### src/rtl/scl_gen_pkg.sv
// Shared definitions for the SCL timing generator.
// Assumes: register word indices are fixed by the register decode.
package scl_gen_pkg;
    typedef enum logic {
        PH_LOW  = 1'b0,
        PH_HIGH = 1'b1
    } phase_e;

    localparam int unsigned REG_PSC  = 0;
    localparam int unsigned REG_LOW  = 1;
    localparam int unsigned REG_HIGH = 2;
    localparam int unsigned NUM_REGS = 3;
endpackage

### src/rtl/scl_cfg_regs.sv
// Holds the divide value and the low/high counts written over the
// configuration port. Reads are combinational.
// Assumes: addresses at or above NUM_REGS are unmapped.
module scl_cfg_regs
    import scl_gen_pkg::*;
#(
    parameter int ADDR_W = 2,
    parameter int REG_W  = 8
) (
    input  logic              clk,
    input  logic              rst_n,
    input  logic              cfg_we,
    input  logic [ADDR_W-1:0] cfg_addr,
    input  logic [REG_W-1:0]  cfg_wdata,
    output logic [REG_W-1:0]  cfg_rdata,
    output logic [REG_W-1:0]  psc_reg,
    output logic [REG_W-1:0]  low_reg,
    output logic [REG_W-1:0]  high_reg
);
    logic [NUM_REGS-1:0][REG_W-1:0] regs_q;

    // Write decode: only a matching mapped address updates its register.
    always_ff @(posedge clk) begin
        if (!rst_n) begin
            regs_q <= '0;
        end else if (cfg_we) begin
            for (int i = 0; i < NUM_REGS; i++) begin
                if (cfg_addr == ADDR_W'(i)) regs_q[i] <= cfg_wdata;
            end
        end
    end

    // Read mux: unmapped addresses return zero.
    always_comb begin
        cfg_rdata = '0;
        for (int i = 0; i < NUM_REGS; i++) begin
            if (cfg_addr == ADDR_W'(i)) cfg_rdata = regs_q[i];
        end
    end

    assign psc_reg  = regs_q[REG_PSC];
    assign low_reg  = regs_q[REG_LOW];
    assign high_reg = regs_q[REG_HIGH];

    for (genvar gi = 0; gi < NUM_REGS; gi++) begin : g_chk
        assert_unmapped_R2: assert property (@(posedge clk) disable iff (!rst_n)
            (cfg_we && cfg_addr >= ADDR_W'(NUM_REGS)) |=> $stable(regs_q[gi]));
        assert_write_lands_R2: assert property (@(posedge clk) disable iff (!rst_n)
            (cfg_we && cfg_addr == ADDR_W'(gi)) |=> (regs_q[gi] == $past(cfg_wdata)));
    end
endmodule

### src/rtl/scl_prescaler.sv
// Divides the functional clock into a one-cycle time-base tick every
// div+1 cycles of run. Holding run low freezes the divider in place.
// Assumes: div only changes in the cycle after a tick or while cleared.
module scl_prescaler #(
    parameter int REG_W = 8
) (
    input  logic             clk,
    input  logic             rst_n,
    input  logic             clr,
    input  logic             run,
    input  logic [REG_W-1:0] div,
    output logic             tick
);
    logic [REG_W-1:0] pcnt_q;

    assign tick = run && (pcnt_q == div);

    // Divider count: wraps on tick, holds while not running.
    always_ff @(posedge clk) begin
        if (!rst_n || clr) begin
            pcnt_q <= '0;
        end else if (run) begin
            pcnt_q <= tick ? '0 : pcnt_q + 1'b1;
        end
    end

    assert_div_range_R3: assert property (@(posedge clk) disable iff (!rst_n)
        run |-> (pcnt_q <= div));
    assert_tick_wrap_R3: assert property (@(posedge clk) disable iff (!rst_n)
        tick |=> (pcnt_q == '0));
endmodule

### src/rtl/scl_phase_ctr.sv
// Counts the low and high halves of SCL on the time-base tick, adding a
// fixed offset to each programmed count. Takes up new register values
// only at a half boundary or while disabled. Freezes when the sensed line
// is low during the high half.
// Assumes: en_q is a registered enable; scl_in is synchronous to clk.
module scl_phase_ctr
    import scl_gen_pkg::*;
#(
    parameter int REG_W     = 8,
    parameter int PHASE_OFS = 7
) (
    input  logic             clk,
    input  logic             rst_n,
    input  logic             en_q,
    input  logic             tick,
    input  logic             scl_in,
    input  logic [REG_W-1:0] psc_reg,
    input  logic [REG_W-1:0] low_reg,
    input  logic [REG_W-1:0] high_reg,
    output logic [REG_W-1:0] act_psc,
    output logic             run,
    output logic             scl_out,
    output logic             mid_low,
    output logic             mid_high
);
    localparam int LEN_W = $clog2((1 << REG_W) + PHASE_OFS);

    phase_e           phase_q;
    logic [LEN_W-1:0] cnt_q;
    logic [REG_W-1:0] act_psc_q, act_low_q, act_high_q;
    logic [LEN_W-1:0] cur_len, half_len;
    logic             last, done, mid;

    assign cur_len  = LEN_W'(phase_q == PH_LOW ? act_low_q : act_high_q)
                    + LEN_W'(PHASE_OFS);
    assign half_len = cur_len >> 1;
    assign last     = (cnt_q == cur_len - LEN_W'(1));
    assign done     = tick && last;
    assign mid      = tick && (cnt_q == half_len);

    // Time base runs unless the bus is stretched during the high half.
    assign run      = en_q && !(phase_q == PH_HIGH && !scl_in);
    assign act_psc  = act_psc_q;
    assign scl_out  = !en_q || (phase_q == PH_HIGH);
    assign mid_low  = mid && (phase_q == PH_LOW);
    assign mid_high = mid && (phase_q == PH_HIGH);

    // Half sequencing and register take-up at boundaries.
    always_ff @(posedge clk) begin
        if (!rst_n) begin
            phase_q    <= PH_LOW;
            cnt_q      <= '0;
            act_psc_q  <= '0;
            act_low_q  <= '0;
            act_high_q <= '0;
        end else if (!en_q) begin
            phase_q    <= PH_LOW;
            cnt_q      <= '0;
            act_psc_q  <= psc_reg;
            act_low_q  <= low_reg;
            act_high_q <= high_reg;
        end else if (done) begin
            phase_q    <= (phase_q == PH_LOW) ? PH_HIGH : PH_LOW;
            cnt_q      <= '0;
            act_psc_q  <= psc_reg;
            act_low_q  <= low_reg;
            act_high_q <= high_reg;
        end else if (tick) begin
            cnt_q      <= cnt_q + 1'b1;
        end
    end

    assert_cnt_bound_R4: assert property (@(posedge clk) disable iff (!rst_n)
        en_q |-> (cnt_q < cur_len));
    assert_stretch_freeze_R8: assert property (@(posedge clk) disable iff (!rst_n)
        (en_q && phase_q == PH_HIGH && !scl_in) |=> ($stable(cnt_q) && phase_q == PH_HIGH));
    assert_cfg_hold_R10: assert property (@(posedge clk) disable iff (!rst_n)
        (en_q && !done) |=> ($stable(act_low_q) && $stable(act_high_q) && $stable(act_psc_q)));
endmodule

### src/rtl/scl_phase_gen.sv
// Top of the SCL timing generator: register bank, divider and half
// counter. Produces the SCL drive level and the mid-half strobes.
// Assumes: scl_in already synchronised to clk by the pad logic.
module scl_phase_gen #(
    parameter int ADDR_W    = 2,
    parameter int REG_W     = 8,
    parameter int PHASE_OFS = 7
) (
    input  logic              clk,
    input  logic              rst_n,
    input  logic              gen_en,
    input  logic              cfg_we,
    input  logic [ADDR_W-1:0] cfg_addr,
    input  logic [REG_W-1:0]  cfg_wdata,
    output logic [REG_W-1:0]  cfg_rdata,
    input  logic              scl_in,
    output logic              scl_out,
    output logic              strb_low_mid,
    output logic              strb_high_mid
);
    logic             en_q;
    logic             tick, run;
    logic [REG_W-1:0] psc_reg, low_reg, high_reg, act_psc;

    // Registered enable so every counter starts from a clean edge.
    always_ff @(posedge clk) begin
        if (!rst_n) en_q <= 1'b0;
        else        en_q <= gen_en;
    end

    scl_cfg_regs #(.ADDR_W(ADDR_W), .REG_W(REG_W)) u_regs (
        .clk       (clk),
        .rst_n     (rst_n),
        .cfg_we    (cfg_we),
        .cfg_addr  (cfg_addr),
        .cfg_wdata (cfg_wdata),
        .cfg_rdata (cfg_rdata),
        .psc_reg   (psc_reg),
        .low_reg   (low_reg),
        .high_reg  (high_reg)
    );

    scl_prescaler #(.REG_W(REG_W)) u_div (
        .clk   (clk),
        .rst_n (rst_n),
        .clr   (!en_q),
        .run   (run),
        .div   (act_psc),
        .tick  (tick)
    );

    scl_phase_ctr #(.REG_W(REG_W), .PHASE_OFS(PHASE_OFS)) u_phase (
        .clk      (clk),
        .rst_n    (rst_n),
        .en_q     (en_q),
        .tick     (tick),
        .scl_in   (scl_in),
        .psc_reg  (psc_reg),
        .low_reg  (low_reg),
        .high_reg (high_reg),
        .act_psc  (act_psc),
        .run      (run),
        .scl_out  (scl_out),
        .mid_low  (strb_low_mid),
        .mid_high (strb_high_mid)
    );

    assert_mid_low_R6: assert property (@(posedge clk) disable iff (!rst_n)
        strb_low_mid |-> !scl_out);
    assert_mid_high_R7: assert property (@(posedge clk) disable iff (!rst_n)
        strb_high_mid |-> (scl_out && scl_in));
    assert_disabled_R9: assert property (@(posedge clk) disable iff (!rst_n)
        !gen_en |=> (scl_out && !strb_low_mid && !strb_high_mid));
endmodule

### config.mk
export PLATFORM = sky130hd
export DESIGN_NAME = scl_phase_gen
export DESIGN_NICKNAME = d
export VERILOG_FILES = /design/src/rtl/scl_gen_pkg.sv /design/src/rtl/scl_cfg_regs.sv /design/src/rtl/scl_prescaler.sv /design/src/rtl/scl_phase_ctr.sv /design/src/rtl/scl_phase_gen.sv
export SDC_FILE = /design/constraint.sdc
export NUM_CORES = 1
export LEC_CHECK = 0
export ABC_AREA = 1
export BUFFER_PORTS_ARGS = -buffer_cell sky130_fd_sc_hd__buf_2
export CAP_MARGIN = 20
export CORE_ASPECT_RATIO = 1.5
export CORE_UTILIZATION = 48
export CTS_CLUSTER_DIAMETER = 150
export CTS_CLUSTER_SIZE = 10
export DETAILED_ROUTE_END_ITERATION = 10
export PLACE_DENSITY = 0.67
export SLEW_MARGIN = 20
export SYNTH_ARGS = -nofsm -noshare
export SYNTH_HDL_FRONTEND = slang
export SYNTH_SLANG_ARGS = --single-unit
### constraint.sdc
create_clock -name clk -period 5.8 [get_ports clk]
set_input_delay 1.16 -clock clk [delete_from_list [all_inputs] [get_ports clk]]
set_output_delay 1.16 -clock clk [all_outputs]
set_load 0.01 [all_outputs]
==> results of run 1 <==
==> power by group through the flow <==
stage               Clock [mW]  Combinational [mW]  Sequential (mW)
floorplan                    0              0.0995            0.493
global placement             0               0.121            0.501
detailed placement           0               0.122            0.502
CTS                      0.543               0.123            0.492
global route             0.565               0.142            0.495
finish                   0.536               0.124            0.492
==> critical path, cell delays in order (launching register included) <==
cell       delay, ns
dfxtp_1         0.67
inv_2           0.23
nand2_1         0.13
nand2_2         0.10
ha_1            0.26
nand3b_1        0.24
nand2_1         0.13
xor2_1          0.15
nand3_1         0.08
a21oi_1         0.13
o2111ai_1       0.19
nor3_1          0.17
buf_2           0.16
==> layout make-up <==
class	instances	area [um^2]	area share
clock inverters	4	50.0	0.0116
inverters	64	240	0.0555
flip-flops and latches	67	1340	0.310
repair buffers	25	125	0.0289
well taps	102	128	0.0295
clock buffers	12	246	0.0569
multi-input cells	465	2200	0.508
==> routing by layer <==
| layer | routed length (um) | part of all wire |
|---|---|---|
| met5 | 0 | 0 |
| met3 | 328 | 0.034 |
| met2 | 4980 | 0.52 |
| met1 | 4090 | 0.43 |
| met4 | 173 | 0.018 |
==> cells by family (layout without fill, tap and decap cells) <==
| kind of cell | Yosys count | in the layout | share of synthesized area |
|---|---|---|---|
| simple gates | 376 | 376 | 0.426 |
| flops | 67 | 67 | 0.344 |
| xor+xnor | 12 | 12 | 0.0269 |
| fa+ha+maj | 4 | 4 | 0.0128 |
| buf+inv | 87 | 105 | 0.0930 |
| compound gates | 73 | 73 | 0.0978 |
==> cells in the final DEF, fill, tap and decap left out, drive strengths merged, types with 3 or more instances in the layout <==
master,n
clkbuf,12
nor2,70
ha,4
a21oi,54
inv,63
dfxtp,67
nand4,12
o21ai,15
buf,25
nor4,3
nor3,8
xor2,10
nand2,193
nand3,85
==> worst max path at each step <==
stage / startpoint / end / slack, ns
6_report: u_phase.phase_q$_SDFFE_PN0P_ / strb_high_mid / 1.68
5_1_grt: u_phase.phase_q$_SDFFE_PN0P_ / strb_high_mid / 1.41
4_1_cts: u_phase.phase_q$_SDFFE_PN0P_ / strb_high_mid / 1.66
3_5_place_dp: scl_in / strb_high_mid / 1.97
3_3_place_gp: scl_in / strb_high_mid / 1.99
2_1_floorplan: scl_in / strb_high_mid / 2.36
==> per-stage QoR <==
stage	hold slack (ns)	cell area (um^2)	power (mW)	util
final	0.480	4330	1.15	0.558
after detailed placement	0.473	4030	0.624	0.520
after global routing	0.494	4330	1.20	0.558
after CTS	0.482	4330	1.16	0.558
after global placement	0.467	4030	0.622	0.520
after floorplan	0.454	3900	0.593	-
==> impl_metrics.csv, run 1 <==
group,metric,value,unit
grt,gr-usage-met3,0.0467,
logic_synthesis,synth_area_leaders,"dfxtp_1 34%, nand2_1 17%, nand3_1 10%",
drt,routed_wirelength,9580,um
timing,fin_skew,0.00471,ns
grt,overflow,0,
place,numPortBuffers,25,
power_and_ir_drop,internal-power,864,uW
place,dp.cells,723,
drt,drt-wirelength-per-cell,13.0,um
clocking,clockRootBuffer,"clkbuf_16",
floorplan,die_y,112,um
outcome,status,"finished clean",
place,gp_congestion,0.877,
clocking,cts_resized,0,
clocking,cts_buffer_depth,2,
layout,area_delta_synth_final,11.0,%
timing,max_freq,243,MHz
floorplan,core_area,7760,um^2
grt,antenna_found_initial,0,
floorplan,initial_core_util,0.503,
timing,fin_crit,4.12,ns
grt,use_met1,0.288,
power_and_ir_drop,switchingPower,289,uW
drt,ant_nets,0,
floorplan,ios,26,
clocking,hold_buffers,0,
logic_synthesis,synth_top_area_frac,0.344,
floorplan,die_w,75.6,um
logic_synthesis,ys_seq_area_frac,0.344,
logic_synthesis,synth_area,3900,um^2
hold_path,min_from,"u_regs.low_reg[1]$_SDFFE_PN0P_",
power_and_ir_drop,power_density,266,nW/um^2
grt,grt_usage,0.248,
layout,antenna_cells,0,
layout,final_cells,739,
logic_synthesis,syn_area_per_cell,6.30,um^2
power_and_ir_drop,leakagePower,1.81,nW
timing,hold_violations,0,
drt,num_vias,3841,
clocking,cts_sinks,67,
clocking,cts_buffers,9,
place,dp_hpwl,7090,um
worst_setup_path,critPathMaxFanout,16,
worst_setup_path,cp-end-kind,"output port",
timing,relSlewSlack,0.258,
logic_synthesis,netlist_instances,619,
clocking,post_cts_buffers,0,
drt,drt-pass1-iter-count,4,
worst_setup_path,worstReg2RegStart,"u_phase.phase_q$_SDFFE_PN0P_",
layout,largest_reg_flops,9,
clocking,clk_pin_slew,0.05,ns
power_and_ir_drop,pwr-share-seq,0.427,
grt,top_usage_layer,"met2",
logic_synthesis,yosysTopAreaCell,"dfxtp_1",
place,dp_slack,1.97,ns
hold_path,hold_end,"u_regs.low_reg[1]$_SDFFE_PN0P_",
timing,post-route-period-util,0.710,
hold_path,holdPathStages,2,
timing,rsz0062_at_grt,"no",
logic_synthesis,synth_fp_nets,638,
layout,n_fill_cell,791,
logic_synthesis,synth_warnings,0,
drt,viasPerCell,5.20,
drt,drc_errors,0,
grt,grt_max_degree,53,
worst_setup_path,ff2ff_path_depth,16,
worst_setup_path,rrSetupSlack,2.19,ns
worst_setup_path,crit_arrival,2.96,ns
run,cap_violations,0,
power_and_ir_drop,comb_power_share,0.108,
layout,nets,651,
timing,setup_tns,0,ns
logic_synthesis,yosysMostFrequentCell,"nand2_1",
logic_synthesis,ys_ff_latch,67,
power_and_ir_drop,ir_drop,0.000187,V
layout,drive_above_1_share,0.105,
power_and_ir_drop,p_sw_frac,0.251,
grt,gr-usage-met2,0.436,
clocking,htree_num_levels,3,
floorplan,rows,39,
worst_setup_path,startpoint_type,"flip-flop",
worst_setup_path,path_class,"reg -> out",
clocking,clk_latency,0.33,ns
power_and_ir_drop,clockPowerShare,0.465,
grt,grt_pass1_wl,16200,um
logic_synthesis,synth_common_cells,"181 x nand2_1, 81 x nand3_1, 67 x dfxtp_1",
timing,setup_viol,0,
timing,worst_slack,1.68,ns
grt,grt_pass1_vias,3547,
logic_synthesis,synth_edf_count,0,
hold_path,hold_class,"reg -> reg",
timing,worst_slew_pin_slew,1.11,ns
worst_setup_path,critical_path_required,4.64,ns
floorplan,die_area,8500,um^2
layout,top_register,"u_phase.cnt_q",
drt,drtIter0Drc,184,
timing,slew_viol_final,0,
clocking,cts_tree,"built",
worst_setup_path,regToRegEndpoint,"u_phase.act_low_q[1]$_SDFFE_PN0P_",
logic_synthesis,ys_types,33,
logic_synthesis,async_flop_share,0,
logic_synthesis,synth_ff_type,"dfxtp_1",
Note: power is estimated with default switching activity, not from simulation.
==> run 2: changes to the inputs <==
- PLACE_DENSITY: 0.67 -> 0.69
- clock period: 5.8 -> 3.6 ns (I/O delays scaled with it)
==> impl_metrics.csv, run 2 (synthesis gave the netlist of run 1 again) <==
group,metric,value,unit
outcome,status,"finished clean",
hold_path,hold_class,"reg -> reg",
layout,fin_util,0.569,
clocking,cts_sinks,67,
timing,slew_viol_final,0,
power_and_ir_drop,power_density,421,nW/um^2
place,dp_hpwl,7460,um
clocking,htree_num_levels,3,
drt,routed_wirelength,9830,um
drt,drc_errors,0,
grt,grt_pass1_wl,16700,um
grt,top_usage_layer,"met2",
floorplan,core_area,7760,um^2
floorplan,rows,39,
drt,viasPerCell,5.25,
power_and_ir_drop,leakagePower,1.86,nW
place,numPortBuffers,25,
worst_setup_path,cp_common_cell,"nand2_1",
drt,drt-wirelength-per-cell,13.2,um
layout,largest_reg_flops,9,
grt,grt_usage,0.257,
clocking,clk_pin_slew,0.05,ns
power_and_ir_drop,switchingPower,482,uW
grt,overflow,0,
power_and_ir_drop,clockPowerShare,0.463,
run,cap_violations,0,
place,dp.cells,730,
floorplan,die_area,8500,um^2
clocking,cts_buffer_depth,2,
clocking,clockRootBuffer,"clkbuf_16",
worst_setup_path,critical_path_required,2.88,ns
power_and_ir_drop,ir_drop,0.000331,V
grt,grt_max_degree,35,
worst_setup_path,path_class,"reg -> out",
power_and_ir_drop,internal-power,1.38,mW
layout,final_cells,747,
drt,drt-pass1-iter-count,5,
drt,drtIter0Drc,259,
worst_setup_path,critPathMaxFanout,13,
worst_setup_path,ff2ff_path_depth,17,
timing,fin_crit,3.39,ns
timing,worst_slew_pin_slew,0.520,ns
layout,nets,659,
timing,max_freq,295,MHz
worst_setup_path,cp-end-kind,"output port",
clocking,clk_latency,0.33,ns
timing,setup_tns,0,ns
layout,drive_above_1_share,0.121,
layout,final_cell_mix,"181 x nand2_1, 81 x nand3_1, 66 x nor2_1, 66 x dfxtp_1, 59 x inv_1",
clocking,hold_buffers,0,
worst_setup_path,startpoint_type,"flip-flop",
layout,layout_commonest_cell,"nand2_1",
grt,use_met1,0.301,
layout,area_delta_synth_final,13.2,%
grt,gr-usage-met3,0.0404,
floorplan,initial_core_util,0.503,
timing,setup_viol,0,
clocking,cts_buffers,9,
power_and_ir_drop,comb_power_share,0.115,
drt,num_vias,3924,
timing,hold_violations,0,
power_and_ir_drop,pwr-share-seq,0.422,
clocking,cts_tree,"built",
grt,gr-usage-met2,0.425,
floorplan,die_y,112,um
power_and_ir_drop,p_sw_frac,0.259,
hold_path,holdPathStages,2,
timing,fin_skew,0.00754,ns
place,gp_congestion,0.872,
floorplan,die_w,75.6,um
floorplan,ios,26,
worst_setup_path,crit_slowest_cell,"dfxtp_2",
layout,top_register,"u_phase.cnt_q",
layout,antenna_cells,0,
timing,post-route-period-util,0.942,
worst_setup_path,path_cells,"buf_6 -> nand2_1 -> nand2_1 -> clkinv_1 -> ha_1 -> nand3b_1 -> nand2_1 -> xor2_1 -> nand3_1 -> a21oi_2 -> o2111ai_2 -> nor3_1 -> buf_2",
timing,relSlewSlack,0.652,
grt,grt_pass1_vias,3652,
timing,rsz0062_at_grt,"no",
drt,ant_nets,0,
worst_setup_path,crit_arrival,2.67,ns
grt,antenna_found_initial,0,
worst_setup_path,max_stage_delay,0.38,ns
-- run 2: changes by cell type in the layout (fill, tap and decap cells not counted), sizes merged --
| cell | delta |
|---|---|
| buf | +8 |
| clkinv | +1 |
| clkbuf | -2 |
| clkinvlp | +1 |
-- run 2: final cells by class --
class / instances / area (um^2)
Clock buffer: 10 / 229
Clock inverter: 6 / 66.3
Fill cell: 778 / 3340
Inverter: 64 / 243
Multi-Input combinational cell: 465 / 2210
Sequential cell: 67 / 1340
Tap cell: 102 / 128
Timing Repair Buffer: 33 / 201
-- run 2: timing repair --
action,CTS,global route
setup buffers,0,1
setup endpoints to repair,0,2
gates resized for setup,0,5
-- run 2: critical path: cells and delay by family, from the launching register on --
family,cells,cell delay [ns]
xor gates and xnor gates,1,0.16
AOI/OAI and AO/OA,2,0.31
buffers and inverters,3,0.46
DFF,1,0.38
adders and majority gates,1,0.25
and+or+nand+nor,6,0.78
-- run 2: path summary, 6_finish.rpt --
path                                                startpoint                              end  slack [ns]
worst max-delay path              u_phase.phase_q$_SDFFE_PN0P_                    strb_high_mid        0.21
worst min-delay path            u_regs.low_reg[0]$_SDFFE_PN0P_   u_regs.low_reg[0]$_SDFFE_PN0P_        0.48
worst max register to register    u_phase.phase_q$_SDFFE_PN0P_  u_phase.act_psc[3]$_SDFFE_PN0P_        0.58
worst min register to register  u_regs.low_reg[0]$_SDFFE_PN0P_   u_regs.low_reg[0]$_SDFFE_PN0P_        0.48
-- run 2: through the flow --
step | worst slack (ns) | power (mW) | hold slack, ns | instance area (um^2)
after detailed placement | 0.439 | 1.01 | 0.471 | 4100
final | 0.210 | 1.86 | 0.478 | 4420
after CTS | 0.0758 | 1.87 | 0.479 | 4390
after global routing | 0.0340 | 1.94 | 0.500 | 4420
after global placement | 0.519 | 1.01 | 0.468 | 4100
after floorplan | 0.870 | 0.955 | 0.454 | 3900
-- run 2: per-layer routing --
layer	up-vias	share of wire
li1	2040	-
met1	1758	0.41
met2	98	0.51
met3	28	0.032
met4	0	0.053
met5	-	0
-- run 2: power groups by stage --
stage	clock network (mW)	registers (mW)	logic (mW)
4_1_cts	0.876	0.784	0.213
3_3_place_gp	0	0.800	0.207
6_report	0.861	0.784	0.214
3_5_place_dp	0	0.800	0.211
2_1_floorplan	0	0.795	0.160
5_1_grt	0.909	0.788	0.244
==> run 3: changes to the inputs <==
- CORE_MARGIN: unset -> 5
- CORE_UTILIZATION: 48 -> 55
- PLACE_DENSITY: 0.69 -> 0.77
==> impl_metrics.csv, run 3 (synthesis gave the netlist of run 1 again) <==
group,metric,value,unit
place,dp_hpwl,7510,um
layout,multi_input_area,2200,um^2
floorplan,die_area,8910,um^2
timing,rsz0062_at_grt,"no",
grt,antenna_found_initial,0,
grt,grt_pass1_vias,3733,
drt,drt-pass1-iter-count,7,
clocking,post_cts_buffers,0,
place,numPortBuffers,25,
drt,drc_errors,0,
clocking,cts_buffer_depth,2,
place,dp.cells,708,
layout,layout_commonest_cell,"nand2_1",
worst_setup_path,crit_arrival,2.62,ns
clocking,clk_pin_slew,0.07,ns
timing,worst_slack,0.261,ns
timing,worst_slew_pin_slew,0.516,ns
power_and_ir_drop,power_density,368,nW/um^2
place,placed_cell_area,4070,um^2
layout,final_area,4250,um^2
drt,ant_nets,0,
grt,top_usage_layer,"met2",
clocking,cts_sinks,67,
clocking,cts_buffers,9,
power_and_ir_drop,leakagePower,1.81,nW
layout,regArea,1340,um^2
drt,viasPerCell,5.56,
place,dp_slack,0.620,ns
worst_setup_path,crit_slowest_cell,"dfxtp_1",
grt,grt_max_degree,51,
floorplan,rows,37,
floorplan,die_y,113,um
worst_setup_path,startpoint_type,"flip-flop",
worst_setup_path,cp-end-kind,"output port",
hold_path,hold_class,"reg -> reg",
timing,max_freq,299,MHz
grt,gr-usage-met2,0.395,
layout,final_cell_mix,"181 x nand2_1, 81 x nand3_1, 67 x dfxtp_1",
layout,area_delta_synth_final,8.91,%
grt,grt_usage,0.233,
timing,fin_crit,3.34,ns
timing,post-route-period-util,0.928,
timing,setup_viol,0,
worst_setup_path,max_stage_delay,0.35,ns
timing,setup_tns,0,ns
clocking,clk_latency,0.34,ns
clocking,clockRootBuffer,"clkbuf_8",
grt,use_met1,0.259,
layout,final_cells,723,
worst_setup_path,cp_common_cell,"nand2_1",
layout,n_fill_cell,672,
layout,largest_reg_flops,9,
timing,slew_viol_final,0,
grt,grt_pass1_wl,16600,um
worst_setup_path,critPathMaxFanout,12,
drt,routed_wirelength,9710,um
timing,hold_violations,0,
drt,num_vias,4022,
worst_setup_path,path_cells,"inv_4 -> nand2_1 -> nand2_1 -> clkinv_1 -> ha_1 -> nand3b_1 -> nand2_1 -> xor2_1 -> nand3_1 -> a21oi_1 -> o2111ai_1 -> nor3_1 -> buf_2",
layout,drive_above_1_share,0.118,
drt,drt-wirelength-per-cell,13.4,um
timing,fin_skew,0.0101,ns
layout,top_register,"u_phase.cnt_q",
worst_setup_path,critical_path_required,2.88,ns
floorplan,die_w,78.8,um
floorplan,core_area,6900,um^2
clocking,cts_tree,"built",
layout,antenna_cells,0,
outcome,status,"finished clean",
clocking,htree_num_levels,3,
worst_setup_path,path_class,"reg -> out",
floorplan,initial_core_util,0.566,
run,cap_violations,0,
power_and_ir_drop,ir_drop,0.000268,V
grt,gr-usage-met3,0.0438,
grt,overflow,0,
place,gp_congestion,0.959,
layout,nets,660,
timing,relSlewSlack,0.655,
drt,drtIter0Drc,240,
floorplan,ios,26,
[run 3: changes by cell type in the layout (fill, tap and decap cells not counted), sizes merged]
| cell | before | now |
|---|---|---|
| clkbuf | 10 | 11 |
| buf | 33 | 34 |
| bufinv | 1 | 0 |
| clkinv | 3 | 4 |
| clkinvlp | 3 | 1 |
[run 3: metal layers]
metal | part of all wire | vias up | wire length (um)
li1 | - | 2044 | -
met1 | 0.40 | 1817 | 3860
met2 | 0.50 | 127 | 4840
met3 | 0.049 | 34 | 471
met4 | 0.055 | 0 | 532
met5 | 0 | - | 0
[run 3: area by class of cell]
type / instances / area share
timing repair buffer: 34 / 0.0453
clock inverter: 4 / 0.00618
tap: 78 / 0.0230
clock buffer: 11 / 0.0356
multi-input combinational: 465 / 0.517
inverter: 64 / 0.0571
sequential: 67 / 0.316
[run 3: repair_timing]
item | in CTS | in global routing
setup endpoints to repair | 0 | 1
hold buffers | 0 | 0
resized for setup | 0 | 1
[run 3: worst max-delay path, delay by kind of cell (launching register included)]
kind                       cells  cell delay [ns]
xor gates and xnor gates       1             0.15
DFF                            1             0.35
buffers and inverters          3             0.43
and+or+nand+nor                6             0.76
adders and majority gates      1             0.26
AOI/OAI and AO/OA              2             0.33
[run 3: worst paths after layout]
path,from,endpoint,slack (ns),depth (start not counted)
worst max register to register,u_phase.phase_q$_SDFFE_PN0P_,u_phase.act_psc[4]$_SDFFE_PN0P_,0.72,19
worst min register to register,u_regs.high_reg[0]$_SDFFE_PN0P_,u_regs.high_reg[0]$_SDFFE_PN0P_,0.49,2
worst min-delay path,u_regs.high_reg[0]$_SDFFE_PN0P_,u_regs.high_reg[0]$_SDFFE_PN0P_,0.49,2
worst max-delay path,u_phase.phase_q$_SDFFE_PN0P_,strb_low_mid,0.26,13
[run 3: where the power goes]
| part | internal [mW] | switching, mW |
|---|---|---|
| Sequential | 0.767 | 0.0168 |
| Combinational | 0.0729 | 0.140 |
| Clock | 0.282 | 0.285 |
[run 3: per-stage QoR]
stage	power, mW	hold slack, ns	util
6_report	1.56	0.490	0.616
3_3_place_gp	1.01	0.466	0.590
3_5_place_dp	1.01	0.478	0.590
4_1_cts	1.57	0.490	0.616
2_1_floorplan	0.955	0.454	-
5_1_grt	1.64	0.508	0.616
